## src/rtl/useq_ctrl.sv

```systemverilog
module useq_ctrl #(
  parameter int W = 8
) (
  input  logic         clk,
  input  logic         rst,
  input  logic         start,
  input  logic         sel,
  input  logic [W-1:0] mem_rdata,
  output logic [W-1:0] mem_addr,
  output logic [W-1:0] mem_wdata,
  output logic         mem_we,
  output logic [W-1:0] pc,
  output logic [W-1:0] ibuf,
  output logic [W-1:0] ra,
  output logic [W-1:0] rb,
  output logic [W-1:0] rc,
  output logic         flag,
  output logic [8:0]   tstep,
  output logic         busy,
  output logic         done
);
  localparam int NSTEP = 9;
  localparam int FETCH_END = 3;
  localparam int WORK_END = NSTEP - 1;

  logic [NSTEP-1:0] t;
  logic sf, sx;
  logic [W-1:0] mar, rt;

  wire idle = ~|t;
  wire fin  = (sf & t[FETCH_END]) | (sx & t[WORK_END]);

  always_ff @(posedge clk) begin
    if (rst) begin
      t <= '0; sf <= 1'b0; sx <= 1'b0;
    end else if (idle) begin
      if (start) begin
        t <= NSTEP'(1); sf <= ~sel; sx <= sel;
      end
    end else if (fin) begin
      t <= '0; sf <= 1'b0; sx <= 1'b0;
    end else begin
      t <= t << 1;
    end
  end

  wire f1 = sf & t[0];
  wire f2 = sf & t[1];
  wire f3 = sf & t[2];
  wire x1 = sx & t[0];
  wire x2 = sx & t[1];
  wire x3 = sx & t[2];
  wire x4t = sx & t[3] & flag;
  wire x4f = sx & t[3] & ~flag;
  wire x5f = sx & t[4] & ~flag;
  wire x6 = sx & t[5];
  wire x7 = sx & t[6];
  wire x8 = sx & t[7];

  wire [W-1:0] bus = ({W{f1}} & pc) | ({W{x1}} & ibuf);
  wire [W-1:0] sum = rb + rc;
  wire [W-1:0] inc = pc + W'(1);

  wire [W-1:0] mar_d  = ({W{f1}} & bus) | ({W{~f1}} & mar);
  wire [W-1:0] ibuf_d = ({W{f2}} & mem_rdata) | ({W{~f2}} & ibuf);
  wire [W-1:0] pc_d   = ({W{f3}} & inc) | ({W{~f3}} & pc);
  wire [W-1:0] ra_d   = ({W{x2}} & sum) | ({W{x7}} & rb)
                      | ({W{~(x2 | x7)}} & ra);
  wire [W-1:0] rb_d   = ({W{x1}} & bus) | ({W{x4t}} & (ra >> 1))
                      | ({W{x8}} & rt) | ({W{~(x1 | x4t | x8)}} & rb);
  wire [W-1:0] rc_d   = ({W{x1}} & pc) | ({W{x5f}} & (rt | rc))
                      | ({W{~(x1 | x5f)}} & rc);
  wire [W-1:0] rt_d   = ({W{x4f}} & (ra & rb)) | ({W{x6}} & ra)
                      | ({W{~(x4f | x6)}} & rt);
  wire flag_d = (x3 & (ra == rc)) | (~x3 & flag);

  always_ff @(posedge clk) begin
    if (rst) begin
      mar <= '0; ibuf <= '0; pc <= '0;
      ra <= '0; rb <= '0; rc <= '0; rt <= '0;
      flag <= 1'b0;
    end else begin
      mar <= mar_d; ibuf <= ibuf_d; pc <= pc_d;
      ra <= ra_d; rb <= rb_d; rc <= rc_d; rt <= rt_d;
      flag <= flag_d;
    end
  end

  assign mem_addr  = mar;
  assign mem_wdata = ra;
  assign mem_we    = x8;
  assign tstep     = t;
  assign busy      = ~idle;
  assign done      = fin;

  p_onehot_r8: assert property (@(posedge clk) disable iff (rst) $onehot0(t));
  p_one_seq_r8: assert property (@(posedge clk) disable iff (rst) !(sf & sx));
  p_done_idle_r6: assert property (@(posedge clk) disable iff (rst) done |=> !busy);
  p_busy_ignore_r7: assert property (@(posedge clk) disable iff (rst)
    (busy && !done) |=> (busy && tstep == ($past(tstep) << 1)));
  p_pc_step_r2: assert property (@(posedge clk) disable iff (rst)
    f3 |=> pc == $past(pc) + W'(1));
  p_rb_load_r9: assert property (@(posedge clk) disable iff (rst)
    $countones({x1, x4t, x8}) <= 1);
  p_ra_load_r9: assert property (@(posedge clk) disable iff (rst)
    $countones({x2, x7}) <= 1);
  p_rc_load_r9: assert property (@(posedge clk) disable iff (rst)
    $countones({x1, x5f}) <= 1);
  p_rt_load_r9: assert property (@(posedge clk) disable iff (rst)
    $countones({x4f, x6}) <= 1);
  p_swap_r5: assert property (@(posedge clk) disable iff (rst)
    x7 |=> ra == $past(rb));
endmodule

```

## config.mk

```make
export PLATFORM = sky130hd
export DESIGN_NAME = useq_ctrl
export DESIGN_NICKNAME = d
export VERILOG_FILES = /design/src/rtl/useq_ctrl.sv
export SDC_FILE = /design/constraint.sdc
export NUM_CORES = 1
export LEC_CHECK = 0
export CAP_MARGIN = 20
export CORE_UTILIZATION = 44
export DETAILED_ROUTE_END_ITERATION = 10
export PLACE_DENSITY = 0.75
export SLEW_MARGIN = 20
export SYNTH_ARGS = -nofsm -noshare
export SYNTH_HDL_FRONTEND = slang
export SYNTH_SLANG_ARGS = --single-unit
export TNS_END_PERCENT = 10
```

## constraint.sdc

```tcl
create_clock -name clk -period 1.6 [get_ports clk]
set_input_delay 0.16 -clock clk [delete_from_list [all_inputs] [get_ports clk]]
set_output_delay 0.16 -clock clk [all_outputs]
set_load 0.1 [all_outputs]
```

# Word level (Yosys, flattened, before mapping)
# Cells that the tools add are included.
[totals]
memories = 0
latch_bits = 0
mem_bits_ro = 0
elab_cells = 97
ramBits = 0
ff_bits = 68
[op_classes]
n_eq_ne = 2
reduce_logical = 3
mux = 8
shifts = 0
n_bitwise = 71
n_addsub = 2
multipliers = 0
n_div = 0
n_lt_le_gt_ge = 0
[op_table]
columns = ["cell", "n"]
rows = [
  ["AND 8 bit", 21],
  ["bitwise OR 8 bit", 14],
  ["two-way mux 9 bit", 3],
  ["AND 1 bit", 18],
  ["inverter 1 bit", 10],
  ["OR reduction 9 bit", 1],
  ["adder 8 x 1 -> 8 bit, second input constant", 1],
  ["adder 8 bit", 1],
  ["AND 8 x 7 -> 8 bit", 1],
  ["== test 8 bit", 1],
  ["bitwise OR 1 bit", 7],
  ["two-way mux 1 bit", 5],
  ["!= test 2 x 1 -> 1 bit, second input constant", 1],
  ["AND reduction 2 bit", 1],
  ["nonzero test 2 bit", 1],
]

# Logic depth before layout (Yosys ltp)
# Gate-level depths: netlist of the first run.
[logic_depth]
depth_word = 7
mapped_depth = 7
ltp_nobuf = 6

# Worst setup path after synthesis of the first run
# Ideal clock, no wire load.
[synth_timing]
path_kind = "register to register"
from = "reg t[1] (netlist: tstep[1])"
to = "reg sx"
path_stages_with_launch = 8
synth_period_minus_slack_ps = 2647
required_ps = 1526
path_slack_ps = -1047
t_arrival_ps = 2573
setup_ps = 74
path_cell_list = "dfxtp_1 buf_2 nor3_1 and3_1 buf_2 inv_1 nand3_1 a31oi_1"
[synth_between]
elab_chain_len = 3
[synth_rtl]
columns = ["element", "line", "source"]
rows = [
  ["from (decl)", "26", "logic [NSTEP-1:0] t;"],
  ["from (signal assigned)", "43", "t <= t << 1;"],
  ["OR reduction 9 bit (*)", "30", "wire idle = ~|t;"],
  ["via busy", "19", "output logic busy,"],
  ["!= test 2 x 1 -> 1 bit (no source line) / nonzero test 2 bit (equally long branches)", "-", ""],
  ["AND reduction 2 bit (no source line)", "-", ""],
  ["to (signal assigned)", "35", "t <= '0; sf <= 1'b0; sx <= 1'b0;"],
  ["to (signal assigned)", "38", "t <= NSTEP'(1); sf <= ~sel; sx <= sel;"],
  ["to (signal assigned)", "41", "t <= '0; sf <= 1'b0; sx <= 1'b0;"],
  ["to (decl)", "27", "logic sf, sx;"],
]
# Mark *: on every way through the listed nets, which the timed path passes. The rest lies on a longest branch.
# A chain may end at the register's enable or synchronous reset.

# Final worst setup path of the first run
[layout_timing]
from = "reg t[3] (netlist: tstep[3])"
to = "out busy"
[layout_between]
elab_chain_len = 1
[layout_rtl]
columns = ["element", "line"]
rows = [
  ["OR reduction 9 bit", "30"],
  ["to (decl)", "19"],
]
# No other way between the ends.

==> results of run 1 <==
==> per-stage QoR <==
step                      cell area, um^2  instances
after detailed placement             5060        558
after floorplan                      3340        374
after global placement               5060        558
final                                5380        581
after CTS                            5340        580
after global routing                 5380        581
==> cells by family after synthesis <==
family,count (synthesis)
adders and majority gates,9
DFF,68
AOI/OAI and AO/OA,113
and+or+nand+nor,129
muxes,1
buffers and inverters,36
xor gates and xnor gates,18
==> critical path, stage by stage, from the launching register on <==
cell and delay [ns]:
sky130_fd_sc_hd__dfxtp_4 0.36, sky130_fd_sc_hd__nor4_4 0.27, sky130_fd_sc_hd__and3_4 0.25, sky130_fd_sc_hd__clkinvlp_4 0.12
sky130_fd_sc_hd__buf_12 0.18
==> worst paths after layout <==
check | start | end | cells after the start | slack, ns
worst max-delay path | tstep[3] | busy | 4 | -0.10
worst min-delay path | rst | mem_wdata[7] | 3 | 0.20
worst max register to register | tstep[3] | sf | 8 | -0.08
worst min register to register | rt[2] | rt[2] | 2 | 0.48
==> cell usage after synthesis (all sizes together) (2+ instances only) <==
master / number
a21boi: 2
a21o: 3
nor4b: 2
a21oi: 38
xor2: 15
nand3b: 3
clkbuf: 9
o21a: 2
nor4: 3
xnor2: 3
a22oi: 15
dfxtp: 68
and2: 14
nor2b: 2
and3: 11
inv: 2
nand4: 4
a32oi: 2
nor3: 11
buf: 25
nand4b: 2
nor2: 28
o21ai: 13
ha: 8
a222oi: 7
a211oi: 11
a31oi: 2
a211o: 3
nand2: 35
o211ai: 9
nand3: 11
==> metal layers <==
layer | vias up | track usage | part of all wire | routed length [um]
met1 | 1650 | 0.327 | 0.38 | 4010
met3 | 27 | 0.0905 | 0.082 | 855
li1 | 1571 | - | - | -
met2 | 177 | 0.481 | 0.51 | 5340
met4 | 0 | 0.121 | 0.025 | 260
met5 | - | 0 | 0 | 0
==> layout make-up <==
type,count,area [um^2]
Timing Repair Buffer,129,1850
Multi-Input combinational cell,270,1790
Fill cell,438,1560
Sequential cell,68,1410
Clock buffer,10,138
Tap cell,96,120
Clock inverter,6,47.5
Inverter,2,15.0
==> timing repair <==
| action | 4_1_cts | 5_1_grt |
|---|---|---|
| hold buffers | 0 | 0 |
| resized for setup | 12 | 6 |
| endpoints found under the hold margin | 0 | 0 |
| setup buffers | 6 | 1 |
| endpoints found under the setup margin | 9 | 14 |
| pin swaps | 4 | 2 |
==> power groups by stage <==
stage                     Clock [mW]  Combinational, mW  Sequential, mW
after CTS                       1.33              0.335            1.73
after global routing            1.42              0.365            1.74
after global placement             0              0.314            1.77
after detailed placement           0              0.319            1.77
final                           1.32              0.349            1.73
after floorplan                    0              0.138            1.83
==> summary.txt, run 1 <==
Outcome: complete, but fails checks
Failing checks: setup timing
P_int: 2.45 mW
Core outline area: 6940 um^2
FP Rows: 30
Overall track demand over capacity in global routing: 0.283
Highest net fanout along the worst path: 2
Maximum operating frequency: 0.587 GHz
Critical path data required time: 1.44 ns
Most common library cell in the layout ignoring fill and taps: sky130_fd_sc_hd__buf_12
Max capacitance violation total: 0
Area share of fa/ha/maj cells after synthesis: 0.0370
Maximum VDD drop: 600 uV
Xor/xnor cell area share of the yosys netlist: 0.0485
Clk pwr share: 0.389
Final-report setup violation count: 9
Clk_lat worst skew: 0.36 ns
Utilization after layout: 0.775
Number of detailed-routing iterations run before antenna repair: 7
Residual antenna-violating net count after detailed routing: 0
Fraction of final layout cells with drive strength greater than 1: 0.377
Critical path launch point type: register
Final hold slack: 0.202 ns
Count of synthesis-stage warnings from yosys: 0
IO Count: 81
Largest net degree at the start of global routing: 32
Post-synth top flop: sky130_fd_sc_hd__dfxtp_1
Final hold violation count: 0
Min Clock Period, post-route: 1.70 ns
Worst Setup Slack post-DPL: -0.230 ns
Number of flip-flops and latches in the synthesized netlist: 68
Die Span X: 87.9 um
Routed wire per std cell: 18.0 um
Count of mapped cells out of synthesis: 374
Complex-gate fraction of the synthesized area: 0.232
Via count: 3425
Clock root cell: sky130_fd_sc_hd__clkbuf_8
Clk slew on worst S/H paths: 0.08 ns
Ratio of total power to cell area: 633 nW/um^2
Post-Synthesis Net Count: 395
Setup Total Neg Slack: -0.440 ns
Period utilization: 1.06
Sinks on the clock net: 68
Count of nets after finishing: 501
CTS Buf Count: 9
Multiplexer area fraction after synthesis: 0.00308
CTS H-tree lvls: 3
Worst Slack Setup Final: -0.102 ns
Leak: 2.13 nW
Routability-driven placement congestion ratio: 0.912
Maximum clock skew at final layout: 0.00584 ns
Leading area contributor after synthesis: sky130_fd_sc_hd__dfxtp_1
Total power: 3.41 mW
Initial antenna violation count: 0
Number of global-route vias before repair: 3303
Area enclosed by the die boundary: 7730 um^2
Critical Path AT: 1.54 ns
Fraction of the mapped netlist area in simple logic gates: 0.199
Slew at the pin with the worst max-slew slack: 0.594 ns
Wire length of the first global-routing pass: 16.3 mm
Y dimension of the die: 87.9 um
Largest family of logic cells by synthesized area: compound AO/OA/AOI/OAI gates
Initial DRC count: 403
Part of the power in registers: 0.509
Class of the worst hold path: input pin to register
Final count of pins violating max slew: 0
Mean number of vias per cell: 5.90
Antenna cell count: 0
Share of the synthesized area in the top cell type: 0.419
Crit end category: output port
Clock Path Buffers: 2
Async set-or-reset flop fraction in the synthesized netlist: 0
Remaining routing DRC violations: 0
Number of distinct library cells after synthesis: 49
Final wirelength: 10.5 mm
Combinational cell fraction of total power: 0.102
Top cells by area, synth: sky130_fd_sc_hd__dfxtp_1, sky130_fd_sc_hd__a21oi_1, sky130_fd_sc_hd__xor2_1, sky130_fd_sc_hd__nand2_1, sky130_fd_sc_hd__a22oi_1
Leading cell types in the layout, fill and taps excluded: sky130_fd_sc_hd__buf_12, sky130_fd_sc_hd__buf_4, sky130_fd_sc_hd__dfxtp_1
Share of total power consumed by net switching: 0.280
Proportion of synthesized chip area in sequential cells: 0.419
Effective utilization at floorplan: 0.468
Number of buffer cells added on primary ports: 80
Number of enable flip-flop cells after synthesis: 0
Net switching power figure: 0.955 mW
TritonCTS clock tree: done
Setup repair after global routing missed its margin: yes
Remaining global-route overflow: 0
Worst slew margin relative to its limit: 0.602
Syn Std Cell Area: 3250 um^2
Signed area change from the synthesized netlist to the final layout: 65.6%
Kind of critical path: register to output port
Syn avg cell area: 8.69 um^2
Half-perimeter wire length after placement: 7.60 mm
(Power assumes the default switching activity.)
==> inputs of run 2 (changes only) <==
--- a/config.mk
+++ b/config.mk
@@ -5,8 +5,9 @@
 export SDC_FILE = /design/constraint.sdc
 export NUM_CORES = 1
 export LEC_CHECK = 0
+export ABC_AREA = 1
 export CAP_MARGIN = 20
-export CORE_UTILIZATION = 44
+export CORE_UTILIZATION = 45
 export DETAILED_ROUTE_END_ITERATION = 10
 export PLACE_DENSITY = 0.75
 export SLEW_MARGIN = 20
==> summary.txt, run 2 <==
Number of distinct library cells after synthesis: 38
Highest net fanout along the worst path: 5
Final count of pins violating max slew: 0
Routability-driven placement congestion ratio: 0.883
Clock root cell: sky130_fd_sc_hd__clkbuf_8
Via count: 3635
Count of nets after finishing: 594
Remaining global-route overflow: 0
Number of placed instances, taps included: 660
TritonCTS clock tree: done
Register cell area after layout: 1420 um^2
Cell count of the worst reg-to-reg path: 9
Routed wire per std cell: 14.6 um
Post-Synthesis Net Count: 506
FF-to-FF setup slack: 0.06 ns
Fill cell total of the finished layout: 532
Largest net degree at the start of global routing: 30
Clk_lat worst skew: 0.34 ns
Area occupied by multi-input gates: 1640 um^2
Most common cell in the netlist: sky130_fd_sc_hd__nand2_1
Min Clock Period, post-route: 1.55 ns
Top cells by area, synth: sky130_fd_sc_hd__dfxtp_1, sky130_fd_sc_hd__nand2_1, sky130_fd_sc_hd__inv_1, sky130_fd_sc_hd__a21oi_1, sky130_fd_sc_hd__o21ai_0
CTS H-tree lvls: 3
Async set-or-reset flop fraction in the synthesized netlist: 0
Outcome: completed
Total power: 3.30 mW
Mean number of vias per cell: 5.37
Worst Slack Setup Final: 0.0474 ns
Cell count of the worst hold path: 3
Y dimension of the die: 89.4 um
Clk slew on worst S/H paths: 0.07 ns
Kind of critical path: register to output port
Number of enable flip-flop cells after synthesis: 0
Die Span X: 89.4 um
Critical Path AT: 1.39 ns
Wire length of the first global-routing pass: 16.2 mm
Number of flip-flops and latches in the synthesized netlist: 68
Count of mapped cells out of synthesis: 485
Number of global-route vias before repair: 3507
Initial DRC count: 205
Crit end category: output port
Antenna cell count: 0
Most common library cell in the layout ignoring fill and taps: sky130_fd_sc_hd__nand2_1
Share of the synthesized area in the top cell type: 0.396
Effective utilization at floorplan: 0.469
Overall track demand over capacity in global routing: 0.264
Setup repair after global routing missed its margin: yes
Leading cell types in the layout, fill and taps excluded: sky130_fd_sc_hd__nand2_1, sky130_fd_sc_hd__inv_1, sky130_fd_sc_hd__buf_12
FP Rows: 31
Residual antenna-violating net count after detailed routing: 0
Syn avg cell area: 7.09 um^2
IO Count: 81
Leak: 2.26 nW
Clock Path Buffers: 2
Class of the worst hold path: input pin to register
Half-perimeter wire length after placement: 7.53 mm
Final hold violation count: 0
Max capacitance violation total: 0
Worst slew margin relative to its limit: 0.674
Slew at the pin with the worst max-slew slack: 0.488 ns
Fraction of final layout cells with drive strength greater than 1: 0.284
Critical path data required time: 1.44 ns
Number of buffer cells added on primary ports: 80
Period utilization: 0.970
CTS Buf Count: 9
Maximum clock skew at final layout: 0.00921 ns
Area enclosed by the die boundary: 8000 um^2
Number of detailed-routing iterations run before antenna repair: 6
Post-synth top flop: sky130_fd_sc_hd__dfxtp_1
Signed area change from the synthesized netlist to the final layout: 56.2%
Final-report setup violation count: 0
Initial antenna violation count: 0
Worst Setup Slack post-DPL: 0.00125 ns
Maximum VDD drop: 489 uV
Leading area contributor after synthesis: sky130_fd_sc_hd__dfxtp_1
Maximum operating frequency: 0.644 GHz
Remaining routing DRC violations: 0
Final wirelength: 9.87 mm
Top cells by count, synth: sky130_fd_sc_hd__nand2_1, sky130_fd_sc_hd__inv_1, sky130_fd_sc_hd__dfxtp_1
Proportion of synthesized chip area in sequential cells: 0.396
Core outline area: 7330 um^2
Ratio of total power to cell area: 615 nW/um^2
Syn Std Cell Area: 3440 um^2
Filler-free cell count of the finished design: 677
Sinks on the clock net: 68
Count of synthesis-stage warnings from yosys: 0
Critical path launch point type: register
[run 2: cell types whose count changed in the layout (fill, tap and decap cells not counted), sizes merged, moves of 5 or more]
cell / delta
inv: +86
nand2: +59
o21ai: +33
buf: -29
nand3: +26
a22oi: -14
and2: -14
xor2: -12
a211oi: -11
and3: -11
o22ai: +9
o211ai: -8
a222oi: -7
a31oi: +5
[run 2: path summary, 6_finish.rpt]
path,from,end
max,tstep[1],busy
min,start,tstep[0]
max reg2reg,rb[0],mem_wdata[6]
min reg2reg,tstep[7],tstep[8]
[run 2: cell families (layout without fill, tap and decap cells)]
logic type,Yosys count,count (layout),share of synthesized area
DFF,68,68,0.396
and+or+nand+nor,180,180,0.232
AOI/OAI and AO/OA,109,109,0.178
xor gates and xnor gates,8,8,0.0204
adders and majority gates,9,9,0.0349
buffers and inverters,111,204,0.139
[run 2: layer usage]
metal	routed length (um)	GRT usage	part of all wire	up-vias
li1	-	-	-	1742
met1	4010	0.312	0.41	1723
met2	5150	0.477	0.52	151
met3	544	0.0480	0.055	19
met4	177	0.0938	0.018	0
met5	0	0	0	-
[run 2: through the flow]
step | setup TNS, ns | cell area, um^2 | hold slack [ns] | utilization
final | 0 | 5370 | 0.416 | 0.733
after detailed placement | 0 | 5170 | 0.473 | 0.706
after global placement | 0 | 5170 | 0.475 | 0.706
after CTS | 0 | 5350 | 0.408 | 0.730
after floorplan | -0.674 | 3520 | 0.296 | -
after global routing | -0.166 | 5370 | 0.433 | 0.733
[run 2: worst max-delay path, stage by stage, from the launching register on]
cell and delay, ns:
sky130_fd_sc_hd__dfxtp_2 0.36, sky130_fd_sc_hd__inv_1 0.09, sky130_fd_sc_hd__nand4_1 0.11, sky130_fd_sc_hd__nor3_2 0.22, sky130_fd_sc_hd__nand2_4 0.10, sky130_fd_sc_hd__buf_12 0.18
[run 2: repair_timing]
item,4_1_cts,5_1_grt
endpoints found under the hold margin,0,0
hold buffers,0,0
setup buffers,0,1
setup endpoints to repair,4,7
pin swaps,0,1
resized for setup,3,4
[run 2: cell type report]
| class | instances | share of cell area |
|---|---|---|
| repair buffers | 101 | 0.314 |
| multi-input cells | 306 | 0.305 |
| flip-flops and latches | 68 | 0.264 |
| inverters | 87 | 0.0627 |
| clock buffers | 10 | 0.0238 |
| well taps | 99 | 0.0231 |
| clock inverters | 6 | 0.00745 |
[run 2: where the power goes]
group          switching, mW  total [mW]  leakage (nW)  internal, mW
logic                  0.221       0.347          1.61         0.126
clock network          0.668        1.23        0.0826         0.560
registers             0.0276        1.73         0.566          1.70
==> inputs of run 3 (changes only) <==
--- a/config.mk
+++ b/config.mk
@@ -7,7 +7,9 @@
 export LEC_CHECK = 0
 export ABC_AREA = 1
 export CAP_MARGIN = 20
-export CORE_UTILIZATION = 45
+export CELL_PAD_IN_SITES_DETAIL_PLACEMENT = 0
+export CELL_PAD_IN_SITES_GLOBAL_PLACEMENT = 1
+export CORE_UTILIZATION = 32
 export DETAILED_ROUTE_END_ITERATION = 10
 export PLACE_DENSITY = 0.75
 export SLEW_MARGIN = 20
==> summary.txt, run 3 (synthesis gave the netlist of run 2 again) <==
Outcome: completed
Clock Path Buffers: 2
Leading cell types in the layout, fill and taps excluded: sky130_fd_sc_hd__nand2_1, sky130_fd_sc_hd__inv_1, sky130_fd_sc_hd__buf_12
Antenna cell count: 0
Final design instance area without fill: 5560 um^2
Routed wire per std cell: 13.9 um
Worst slew margin relative to its limit: 0.708
Largest incremental delay on the critical path: 0.36 ns
Cell area after placement: 5230 um^2
Maximum VDD drop: 396 uV
Fill cell total of the finished layout: 996
Ratio of total power to cell area: 654 nW/um^2
Setup Total Neg Slack: 0 ns
Routability-driven placement congestion ratio: 0.857
Remaining routing DRC violations: 0
Startpoint of the worst-slack reg-to-reg timing path: rb[0]
Largest net degree at the start of global routing: 30
Remaining global-route overflow: 0
Min Clock Period, post-route: 1.60 ns
Chain of cells forming the critical path: inv_2 -> nand4_1 -> nor3_4 -> nand2_4 -> buf_12
Clk pwr share: 0.427
Endpoint, Worst Hold: tstep[0]
Period utilization: 0.998
Final hold violation count: 0
Clk slew on worst S/H paths: 0.08 ns
Most common library cell in the layout ignoring fill and taps: sky130_fd_sc_hd__nand2_1
Maximum operating frequency: 0.626 GHz
Sinks on the clock net: 68
Max capacitance violation total: 0
TritonCTS clock tree: done
Combinational cell fraction of total power: 0.101
Reg-to-Reg End: mem_wdata[6]
Die Span X: 106 um
Class of the worst hold path: input pin to register
Via count: 3509
P_int: 2.69 mW
Highest net fanout along the worst path: 3
Total power: 3.64 mW
Effective utilization at floorplan: 0.332
Clk_lat worst skew: 0.36 ns
Initial antenna violation count: 0
Final count of pins violating max slew: 0
CTS Buf Count: 9
Fraction of final layout cells with drive strength greater than 1: 0.311
Core outline area: 10400 um^2
Overall track demand over capacity in global routing: 0.190
Critical path launch point type: register
Leak: 2.35 nW
Half-perimeter wire length after placement: 7.56 mm
Slew at the pin with the worst max-slew slack: 0.437 ns
Net switching power figure: 0.944 mW
Wire length of the first global-routing pass: 16.7 mm
Mean number of vias per cell: 4.85
Cell count of the worst reg-to-reg path: 9
Maximum clock skew at final layout: 0.00985 ns
Initial DRC count: 123
FF-to-FF setup slack: 0.06 ns
Area enclosed by the die boundary: 11200 um^2
IO Count: 81
Highest-delay cell along the critical path: sky130_fd_sc_hd__dfxtp_4
FP Rows: 37
Number of detailed-routing iterations run before antenna repair: 8
Number of buffer cells added on primary ports: 80
Setup repair after global routing missed its margin: yes
Cell count of the worst hold path: 3
Share of total power consumed by net switching: 0.260
Crit end category: output port
Final-report setup violation count: 0
Hold Crit Start: start
Final wirelength: 10.1 mm
Y dimension of the die: 106 um
Critical Path AT: 1.44 ns
Count of nets after finishing: 604
Number of global-route vias before repair: 3417
Clock root cell: sky130_fd_sc_hd__clkbuf_8
Kind of critical path: register to output port
CTS H-tree lvls: 3
Critical path data required time: 1.44 ns
Signed area change from the synthesized netlist to the final layout: 61.7%
Part of the power in registers: 0.473
Residual antenna-violating net count after detailed routing: 0
## run 3: metal layers
metal / wire (um) / track usage / share of wire / vias to the layer above
met1: 4390 / 0.228 / 0.44 / 1654
met2: 5100 / 0.331 / 0.51 / 80
li1: - / - / - / 1760
met4: 151 / 0.0704 / 0.015 / 0
met5: 0 / 0 / 0 / -
met3: 413 / 0.0421 / 0.041 / 15
## run 3: final cells by class
cell class                 instances  area, um^2  share of cell area
clock inverter                     5        57.6              0.0103
inverter                          87         337              0.0605
timing repair buffer             111        1750               0.314
clock buffer                      11         163              0.0292
sequential                        68        1430               0.257
multi-input combinational        306        1660               0.298
tap                              136         170              0.0306
## run 3: critical path: cells and delay by family (launching register included)
| kind | cells | cell delay [ns] |
|---|---|---|
| AND/OR/NAND/NOR | 3 | 0.51 |
| flip-flops | 1 | 0.36 |
| buffers and inverters | 2 | 0.22 |
## run 3: timing repair
item,CTS,global route
resized for setup,5,16
setup buffers,0,8
setup endpoints to repair,4,6
pin swaps,1,5
hold buffers,0,0
## run 3: worst max path at each step
stage / startpoint / to / slack (ns) / depth (start not counted)
3_5_place_dp: rb[0] / mem_wdata[6] / -0.02 / 9
4_1_cts: rb[0] / mem_wdata[6] / -0.004 / 9
5_1_grt: tstep[1] / busy / -0.06 / 5
2_1_floorplan: mem_wdata[4] / register / -0.09 / 8
3_3_place_gp: rb[0] / mem_wdata[6] / 0.01 / 9
6_report: tstep[1] / busy / 0.003 / 5
## run 3: power by group through the flow
| stage | clock network [mW] | logic, mW | registers, mW |
|---|---|---|---|
| 5_1_grt | 1.67 | 0.386 | 1.72 |
| 4_1_cts | 1.58 | 0.345 | 1.73 |
| 6_report | 1.55 | 0.367 | 1.72 |
| 3_5_place_dp | 0 | 0.340 | 1.77 |
| 2_1_floorplan | 0 | 0.127 | 1.84 |
| 3_3_place_gp | 0 | 0.339 | 1.77 |
## run 3: metrics by stage
| stage | setup WS, ns | hold slack (ns) | util | cells |
|---|---|---|---|---|
| CTS | -0.00422 | 0.379 | 0.527 | 716 |
| global route | -0.0584 | 0.387 | 0.536 | 724 |
| finish | 0.00340 | 0.384 | 0.536 | 724 |
| global placement | 0.0137 | 0.481 | 0.504 | 700 |
| detailed placement | -0.0213 | 0.484 | 0.504 | 700 |
| floorplan | -0.0853 | 0.296 | - | 485 |
